File: config.mk
export PLATFORM = sky130hd
export DESIGN_NAME = burst_addr_gen
export DESIGN_NICKNAME = d
export VERILOG_FILES = /design/src/rtl/bag_pkg.sv /design/src/rtl/bag_step.sv /design/src/rtl/bag_lanes.sv /design/src/rtl/bag_ctrl.sv /design/src/rtl/burst_addr_gen.sv
export SDC_FILE = /design/constraint.sdc
export NUM_CORES = 1
export LEC_CHECK = 0
export BUFFER_PORTS_ARGS = -buffer_cell sky130_fd_sc_hd__buf_4
export CAP_MARGIN = 10
export CELL_PAD_IN_SITES_DETAIL_PLACEMENT = 0
export CELL_PAD_IN_SITES_GLOBAL_PLACEMENT = 1
export CORE_ASPECT_RATIO = 0.75
export CORE_MARGIN = 2
export CORE_UTILIZATION = 45
export CTS_CLUSTER_SIZE = 8
export DETAILED_ROUTE_END_ITERATION = 7
export PLACE_DENSITY_LB_ADDON = 0.1
export SYNTH_ARGS = -nofsm -noshare
export SYNTH_HDL_FRONTEND = slang
export SYNTH_SLANG_ARGS = --single-unit
File: constraint.sdc
create_clock -name clk -period 7.65 [get_ports clk]
set_input_delay 1.1475 -clock clk [delete_from_list [all_inputs] [get_ports clk]]
set_output_delay 1.1475 -clock clk [all_outputs]
set_load 0.01 [all_outputs]
File: src/rtl/bag_pkg.sv
package bag_pkg;
  typedef enum logic [1:0] {
    BURST_FIXED = 2'b00,
    BURST_INCR  = 2'b01,
    BURST_WRAP  = 2'b10,
    BURST_RSVD  = 2'b11
  } burst_e;
endpackage

File: src/rtl/bag_step.sv
// Next-beat address: pure combinational, from current address and latched request.
module bag_step #(
  parameter int ADDR_W = 32,
  parameter int LEN_W  = 8
) (
  input  logic [ADDR_W-1:0]   cur_addr,
  input  logic [ADDR_W-1:0]   start_addr,
  input  logic [LEN_W-1:0]    len,
  input  logic [2:0]          size,
  input  bag_pkg::burst_e     burst,
  output logic [ADDR_W-1:0]   nxt_addr
);
  import bag_pkg::*;

  logic [ADDR_W-1:0] step_bytes;
  logic [ADDR_W-1:0] stepped;
  logic [ADDR_W-1:0] span;
  logic [ADDR_W-1:0] lower;
  logic [ADDR_W-1:0] wrapped;

  always_comb begin
    step_bytes = ADDR_W'(1) << size;
    stepped    = (cur_addr & ~(step_bytes - ADDR_W'(1))) + step_bytes;
    span       = (ADDR_W'(len) + ADDR_W'(1)) << size;
    lower      = start_addr & ~(span - ADDR_W'(1));
    wrapped    = (stepped == lower + span) ? lower : stepped;
    unique case (burst)
      BURST_FIXED: nxt_addr = cur_addr;
      BURST_WRAP:  nxt_addr = wrapped;
      default:     nxt_addr = stepped;   // INCR and reserved code
    endcase
  end
endmodule

File: src/rtl/bag_lanes.sv
// Byte-lane window for one beat, derived from the address low bits and size.
module bag_lanes #(
  parameter int DATA_BYTES = 8,
  localparam int LANE_W = $clog2(DATA_BYTES)
) (
  input  logic [LANE_W-1:0]     addr_lo,
  input  logic [2:0]            size,
  output logic [DATA_BYTES-1:0] strb
);
  logic [LANE_W:0] off;
  logic [LANE_W:0] win;
  logic [LANE_W:0] base;
  logic [LANE_W:0] top;

  always_comb begin
    off  = {1'b0, addr_lo};
    win  = (LANE_W+1)'(1) << size;
    base = off & ~(win - (LANE_W+1)'(1));
    top  = base + win;
  end

  for (genvar i = 0; i < DATA_BYTES; i++) begin : g_lane
    localparam logic [LANE_W:0] IDX = (LANE_W+1)'(i);
    assign strb[i] = (IDX >= off) && (IDX < top);
  end
endmodule

File: src/rtl/bag_ctrl.sv
// Request capture, beat counter and burst state.
module bag_ctrl #(
  parameter int ADDR_W = 32,
  parameter int LEN_W  = 8,
  parameter int LANE_W = 3
) (
  input  logic              clk,
  input  logic              rst_n,
  input  logic              req_valid,
  output logic              req_ready,
  input  logic [ADDR_W-1:0] req_addr,
  input  logic [LEN_W-1:0]  req_len,
  input  logic [2:0]        req_size,
  input  logic [1:0]        req_burst,
  output logic              beat_valid,
  input  logic              beat_ready,
  output logic              beat_last,
  input  logic [ADDR_W-1:0] nxt_addr,
  output logic [ADDR_W-1:0] cur_addr,
  output logic [ADDR_W-1:0] st_addr,
  output logic [LEN_W-1:0]  st_len,
  output logic [2:0]        st_size,
  output bag_pkg::burst_e   st_burst,
  output logic              size_err
);
  import bag_pkg::*;

  localparam logic [3:0] MAX_SIZE = 4'(LANE_W);

  logic             busy_q;
  logic [LEN_W-1:0] left_q;
  logic             oversize;
  logic             accept;
  logic             fire;

  assign oversize = {1'b0, req_size} > MAX_SIZE;
  assign accept   = req_valid && !busy_q;
  assign fire     = busy_q && beat_ready;

  always_ff @(posedge clk or negedge rst_n) begin
    if (!rst_n) begin
      busy_q   <= 1'b0;
      left_q   <= '0;
      cur_addr <= '0;
      st_addr  <= '0;
      st_len   <= '0;
      st_size  <= '0;
      st_burst <= BURST_INCR;
      size_err <= 1'b0;
    end else begin
      size_err <= accept && oversize;
      if (accept && !oversize) begin
        busy_q   <= 1'b1;
        left_q   <= req_len;
        cur_addr <= req_addr;
        st_addr  <= req_addr;
        st_len   <= req_len;
        st_size  <= req_size;
        st_burst <= burst_e'(req_burst);
      end else if (fire) begin
        if (left_q == '0) begin
          busy_q <= 1'b0;
        end else begin
          left_q   <= left_q - LEN_W'(1);
          cur_addr <= nxt_addr;
        end
      end
    end
  end

  assign req_ready  = !busy_q;
  assign beat_valid = busy_q;
  assign beat_last  = busy_q && (left_q == '0);
endmodule

File: src/rtl/burst_addr_gen.sv
module burst_addr_gen #(
  parameter int ADDR_W     = 32,
  parameter int LEN_W      = 8,
  parameter int DATA_BYTES = 8,
  localparam int LANE_W    = $clog2(DATA_BYTES)
) (
  input  logic                  clk,
  input  logic                  rst_n,
  input  logic                  req_valid,
  output logic                  req_ready,
  input  logic [ADDR_W-1:0]     req_addr,
  input  logic [LEN_W-1:0]      req_len,
  input  logic [2:0]            req_size,
  input  logic [1:0]            req_burst,
  output logic                  beat_valid,
  input  logic                  beat_ready,
  output logic [ADDR_W-1:0]     beat_addr,
  output logic [DATA_BYTES-1:0] beat_strb,
  output logic                  beat_last,
  output logic                  req_err
);
  logic [ADDR_W-1:0] nxt_addr;
  logic [ADDR_W-1:0] cur_addr;
  logic [ADDR_W-1:0] st_addr;
  logic [LEN_W-1:0]  st_len;
  logic [2:0]        st_size;
  bag_pkg::burst_e   st_burst;

  bag_ctrl #(.ADDR_W(ADDR_W), .LEN_W(LEN_W), .LANE_W(LANE_W)) u_ctrl (
    .clk        (clk),
    .rst_n      (rst_n),
    .req_valid  (req_valid),
    .req_ready  (req_ready),
    .req_addr   (req_addr),
    .req_len    (req_len),
    .req_size   (req_size),
    .req_burst  (req_burst),
    .beat_valid (beat_valid),
    .beat_ready (beat_ready),
    .beat_last  (beat_last),
    .nxt_addr   (nxt_addr),
    .cur_addr   (cur_addr),
    .st_addr    (st_addr),
    .st_len     (st_len),
    .st_size    (st_size),
    .st_burst   (st_burst),
    .size_err   (req_err)
  );

  bag_step #(.ADDR_W(ADDR_W), .LEN_W(LEN_W)) u_step (
    .cur_addr   (cur_addr),
    .start_addr (st_addr),
    .len        (st_len),
    .size       (st_size),
    .burst      (st_burst),
    .nxt_addr   (nxt_addr)
  );

  bag_lanes #(.DATA_BYTES(DATA_BYTES)) u_lanes (
    .addr_lo (cur_addr[LANE_W-1:0]),
    .size    (st_size),
    .strb    (beat_strb)
  );

  assign beat_addr = cur_addr;
endmodule

Yosys cells after proc, flatten, opt, wreduce, memory -nomap -nowiden. Cells that the tools add are included.

Register bits: 87. Input bits: 49. Output and inout port bits: 44. Word-level logic and storage cells: 79.

Add/sub/neg operators: 8. Order comparisons: 17. Equality and inequality tests: 4. Shift-type cells: 3. Muxes and demuxes: 11. Bitwise gates (word level): 6. Reductions and logical operators: 22.

Operator list (number): two-way mux 32 bit (4); adder 32 bit (2); bitwise AND 32 bit (2); inverter 32 bit (2); one-hot mux 32 bit (2 select lines) (1); subtractor 32 x 1 -> 32 bit (second input constant) (2); equality test 32 bit (1); left shift 1 x 3 -> 32 bit (first input constant) (1); left shift 32 x 3 -> 32 bit (1); two-way mux 8 bit (3); < comparator 3 x 4 -> 1 bit (first input constant) (4); logical AND 1 bit (13); greater-or-equal comparator 3 bit (first input constant) (4); adder 8 x 1 -> 9 bit (second input constant) (1); logical NOT 8 bit (1); < comparator 1 x 4 -> 1 bit (first input constant) (2); < comparator 2 x 4 -> 1 bit (first input constant) (2); subtractor 8 x 1 -> 8 bit (second input constant) (1); greater-or-equal comparator 1 x 3 -> 1 bit (first input constant) (2); greater-or-equal comparator 2 x 3 -> 1 bit (first input constant) (2); adder 4 bit (1); bitwise AND 3 x 4 -> 4 bit (1); inverter 4 bit (1); AND reduction 2 bit (2); 11 further kinds (15).

Depth between registers and ports, before layout.
Depth in word-level cells: 12. Depth in mapped cells: 29. Gate-level depth less buffers: 26.

Modules after synthesis. From an unflattened synthesis, not the netlist that was laid out.

Cell total of the unflattened synthesis: 1346. Area total of the unflattened synthesis: 9938.3 um2.

Modules (own cells, without submodules): bag_step (instances 1, cells an instance 907, area each 6028.3 um2, seq. area each 0.0 um2); bag_ctrl (instances 1, cells an instance 386, area each 3557.2 um2, seq. area each 2178.3 um2); bag_lanes (instances 1, cells an instance 53, area each 352.8 um2, seq. area each 0.0 um2).

Worst setup path after synthesis. Ideal clock, no wire load.

Kind: register to register. Start point: reg u_ctrl.st_len[0]. End point: reg u_ctrl.cur_addr[30]. Library setup time: 0.077 ns. Data arrival time: 6.200 ns. Required time: 7.573 ns. Slack: 1.373 ns. Stages on the path, launching flop included: 22. Buffers on the path: 1. Clock period less this slack: 6.277 ns. Path through: dfrtp_1 > ha_1 > nand3_1 > xor2_1 > mux2i_1 > a221o_1 > nor4_2 > o21bai_2 > or3_1 > or3_1 > and3_1 > ha_1 > nand4_1 > o41ai_1 > nor4b_1 > mux2i_1 > xnor2_1 > a2111o_1 > nor4_4 > buf_6 > mux2_1 > a21oi_1.

Longest elaborated chain between the ends: 12.

Ends and longest elaborated chain: start, declared (line bag_ctrl.sv:21) `output logic [LEN_W-1:0] st_len,`; start signal, assigned (line bag_ctrl.sv:57) `st_len <= req_len;`; adder 8 x 1 -> 9 bit * (line bag_step.sv:24) `span = (ADDR_W'(len) + ADDR_W'(1)) << size;`; left shift 32 x 3 -> 32 bit * (line bag_step.sv:24); subtractor 32 x 1 -> 32 bit (line bag_step.sv:25) `lower = start_addr & ~(span - ADDR_W'(1));`; inverter 32 bit (line bag_step.sv:25); bitwise AND 32 bit (line bag_step.sv:25); adder 32 bit (line bag_step.sv:26) `wrapped = (stepped == lower + span) ? lower : stepped;`; equality test 32 bit (line bag_step.sv:26); two-way mux 32 bit * (line bag_step.sv:26); one-hot mux 32 bit (2 select lines) * (line bag_step.sv:27) `unique case (burst)`; two-way mux 32 bit * (line bag_ctrl.sv:61) `if (left_q == '0) begin`; two-way mux 32 bit * (line bag_ctrl.sv:60) `end else if (fire) begin`; two-way mux 32 bit * (line bag_ctrl.sv:52) `if (accept && !oversize) begin`; end signal, assigned (line bag_ctrl.sv:55) `cur_addr <= req_addr;`; end signal, assigned (line bag_ctrl.sv:65) `cur_addr <= nxt_addr;`; end, declared (line bag_ctrl.sv:19) `output logic [ADDR_W-1:0] cur_addr,`.

Mark *: on every way between the ends. The rest lies on a longest branch, timed or not. The select of a mux whose other input is x is not followed. A chain may end at the register's enable or synchronous reset.

Worst setup path after layout.
Start point: reg u_ctrl.st_len[0]. End point: reg u_ctrl.cur_addr[5].

Same word-level chain as after synthesis.

==> qor.txt <==
Outcome: completed
Via/cell ratio: 5.96
Largest cells by area after synthesis: dfrtp_1, nand2_1, xnor2_1
CTS tree: built
TritonRoute pass-1 iters: 5
Final Setup Violations: 0
Clock Pin Slew Worst Setup and Hold Paths: 0.08 ns
Via count: 8196
Final instance area: 9440 um2
Syn_area_per_cell: 7.71 um2
Kind of critical path: flip-flop to flip-flop
Max Cap Violations: 0
Initial antenna violation count: 0
Routability cong.: 0.932
Post-synth EDFFs: 0
Area leader, netlist: dfrtp_1
Ant diodes: 0
Arr. time, crit path: 7.48 ns
Setup TNS: 0 ns
CP startpoint kind: flip-flop
Mapped Cells: 1055
Clk sinks: 87
Clock network power share: 10.7%
Area growth from synthesis to layout: 16.1%
Antenna-violating nets left: 0
CP Capture Type: flip-flop
Count of distinct cell types in the synthesized netlist: 87
All-Layer GR Usage: 28.7%
HPWL Detailed: 20.3 mm
F_max: 138 MHz
CP required: 7.91 ns
Largest delay contributor family on the critical path: compound AO/OA/AOI/OAI gates
Max clock buf depth: 2
Share of post-route cells with drive strength above 1: 15.6%
Dominant synthesized flop cell: dfrtp_1
Post-synth top area share: 26.5%
Min-Delay Path Class: flip-flop to flip-flop
Final wirelength: 27.4 mm
Sw Ratio: 51.4%
Cts bufs inserted: 9
Pin count of the biggest net entering global routing: 57
CP Buf/Inv Count: 1
Slew of the pin with the lowest slew margin: 1.10 ns
First-pass GRT wire length: 43.3 mm
P_int: 2370 uW
Row count: 42
Initial Util: 46.1%
Sequential share of power: 21.2%
Root Buffer: clkbuf_16
Leakage dissipation: 0.00392 uW
Yosys reg bits: 87
Power share of the combinational group: 68.1%
Crit-path max cell delay: 0.50 ns
Worst rel slew slack: 25.7%
Synth Warn #: 0
Die Y-Extent: 120 um
Sw power: 2510 uW
CP Max Fanout: 14
Clk_lat worst skew: 0.37 ns
Die W: 159 um
Syn Std Cell Area: 8130 um2
Grt ovf: 0
I/O Pins: 93
# DRC: 0
Crit path max-delay cell type: dfrtp_2
Net count reported at finish: 1195
# fillers: 1743
Core area: 17700 um2
Seq/Total Area, Yosys: 26.8%
Tmin final: 7.22 ns
Asr flop ratio synth: 100%
Count leader, synth: nand2_1
Final Max Slew Viols: 0
Placed cell areas: 9100 um2
Final worst path period share: 94.4%
Syn nets: 1122
Die area: 19200 um2
Postcts setup bufs: 0
Hold Violations, Final: 0
P per Cell Area: 517 nW/um2
Vias in the first global route: 7528
Commonest cells post-synth: nand2_1, dfrtp_1, xnor2_1
H-tree Lvls: 3
DR iter-0 viols: 697
Top cell by count, worst path: a21o_1
Final Skew: 0.0132 ns
Peak VDD IR: 0.189 mV
Port bufs: 92
Wire per inst: 19.9 um
## per-layer routing
| metal | part of all wire [%] | vias to the layer above | track usage, % |
|---|---|---|---|
| met2 | 41 | 277 | 39.8 |
| met1 | 51 | 3986 | 45.7 |
| met4 | 1.1 | 0 | 6.25 |
| met5 | 0 | - | 0 |
| li1 | - | 3908 | - |
| met3 | 7.1 | 25 | 4.70 |
## path summary, 6_finish.rpt
kind                                         start            endpoint  slack (ns)  cells past startpoint
worst min register to register  u_ctrl.st_burst[0]  u_ctrl.st_burst[0]        0.48                      2
worst max-delay path              u_ctrl.st_len[0]  u_ctrl.cur_addr[5]        0.43                     25
min in group asynchronous                    rst_n    u_ctrl.left_q[3]        0.72                      1
worst max register to register    u_ctrl.st_len[0]  u_ctrl.cur_addr[5]        0.43                     25
worst min-delay path            u_ctrl.st_burst[0]  u_ctrl.st_burst[0]        0.48                      2
max in group asynchronous                    rst_n   u_ctrl.st_addr[6]        5.80                      2
## area by class of cell
type	instances	area (um2)	area share, %
inverters	28	105	1.11
multi-input cells	880	5600	59.4
clock buffers	10	229	2.43
flip-flops and latches	87	2180	23.1
well taps	242	303	3.21
repair buffers	122	920	9.74
clock inverters	6	97.6	1.03
## power groups by stage
stage / registers [uW] / logic (uW) / clock network [uW]
floorplan: 892 / 2410 / 0
detailed placement: 1030 / 3250 / 0
finish: 1030 / 3320 / 523
global placement: 1030 / 3250 / 0
CTS: 1020 / 3270 / 530
global route: 1070 / 3640 / 542
## repair_timing
item / 4_1_cts / 5_1_grt
resized for setup: 0 / 4
hold buffers: 0 / 0
setup endpoints to repair: 0 / 27
## per-stage QoR
| stage | instances | worst slack, ns | hold WS [ns] | power, uW | utilization, % |
|---|---|---|---|---|---|
| final | 1375 | 0.427 | 0.480 | 4880 | 53.5 |
| after global routing | 1375 | -0.00921 | 0.506 | 5250 | 53.5 |
| after CTS | 1375 | 0.385 | 0.483 | 4820 | 53.4 |
| after detailed placement | 1359 | 0.438 | 0.469 | 4280 | 51.5 |
| after global placement | 1359 | 0.615 | 0.467 | 4270 | 51.5 |
| after floorplan | 1055 | 1.37 | 0.437 | 3300 | - |
## worst reg2reg max path, stage by stage, from the launching register on
cell	delay [ns]
dfrtp_2	0.50
ha_1	0.31
xor2_1	0.21
a221o_1	0.45
or3_4	0.37
a211oi_4	0.39
nand2b_1	0.23
or3_1	0.44
xor2_1	0.16
and2_1	0.19
ha_1	0.38
a21o_1	0.21
a21o_1	0.17
a21oi_1	0.23
o21ai_0	0.20
a21o_1	0.22
a21oi_1	0.19
o41ai_2	0.16
nor4b_1	0.18
mux2i_1	0.16
xnor2_1	0.14
a2111o_1	0.43
nor4_4	0.31
buf_4	0.28
mux2_2	0.37
o221a_2	0.23
## flip-flops by register name (all words and copies together) (netlist names)
| signal | flops |
|---|---|
| u_ctrl.st_burst | 2 |
| u_ctrl.st_addr | 32 |
| u_ctrl.cur_addr | 32 |
| u_ctrl.left_q | 8 |
| u_ctrl.size_err | 1 |
| u_ctrl.st_len | 8 |
| u_ctrl.st_size | 3 |
| u_ctrl.beat_valid | 1 |
## logic make-up (layout without fill, tap and decap cells)
family | Yosys count | after routing | share of synthesized area, %
xor gates and xnor gates | 107 | 107 | 11.9
AOI/OAI and AO/OA | 227 | 227 | 19.4
DFF | 87 | 87 | 26.8
adders and majority gates | 18 | 18 | 2.77
buffers and inverters | 88 | 166 | 4.51
muxes | 40 | 40 | 5.19
and+or+nand+nor | 488 | 488 | 29.5
## cell usage in the layout, fill, tap and decap left out, drive strengths merged, types with 17 or more instances in the layout
master,synthesis,layout
a22oi,20,20
o21ai,69,69
nor2,66,66
xor2,35,35
xnor2,70,70
nor4,18,18
dfrtp,86,86
mux2,17,17
a21oi,42,42
nand2,217,217
or3,22,22
buf,17,122
nand3,36,36
mux2i,23,23
nor3,21,21
ha,18,18
inv,26,30
(Power assumes the default switching activity.)
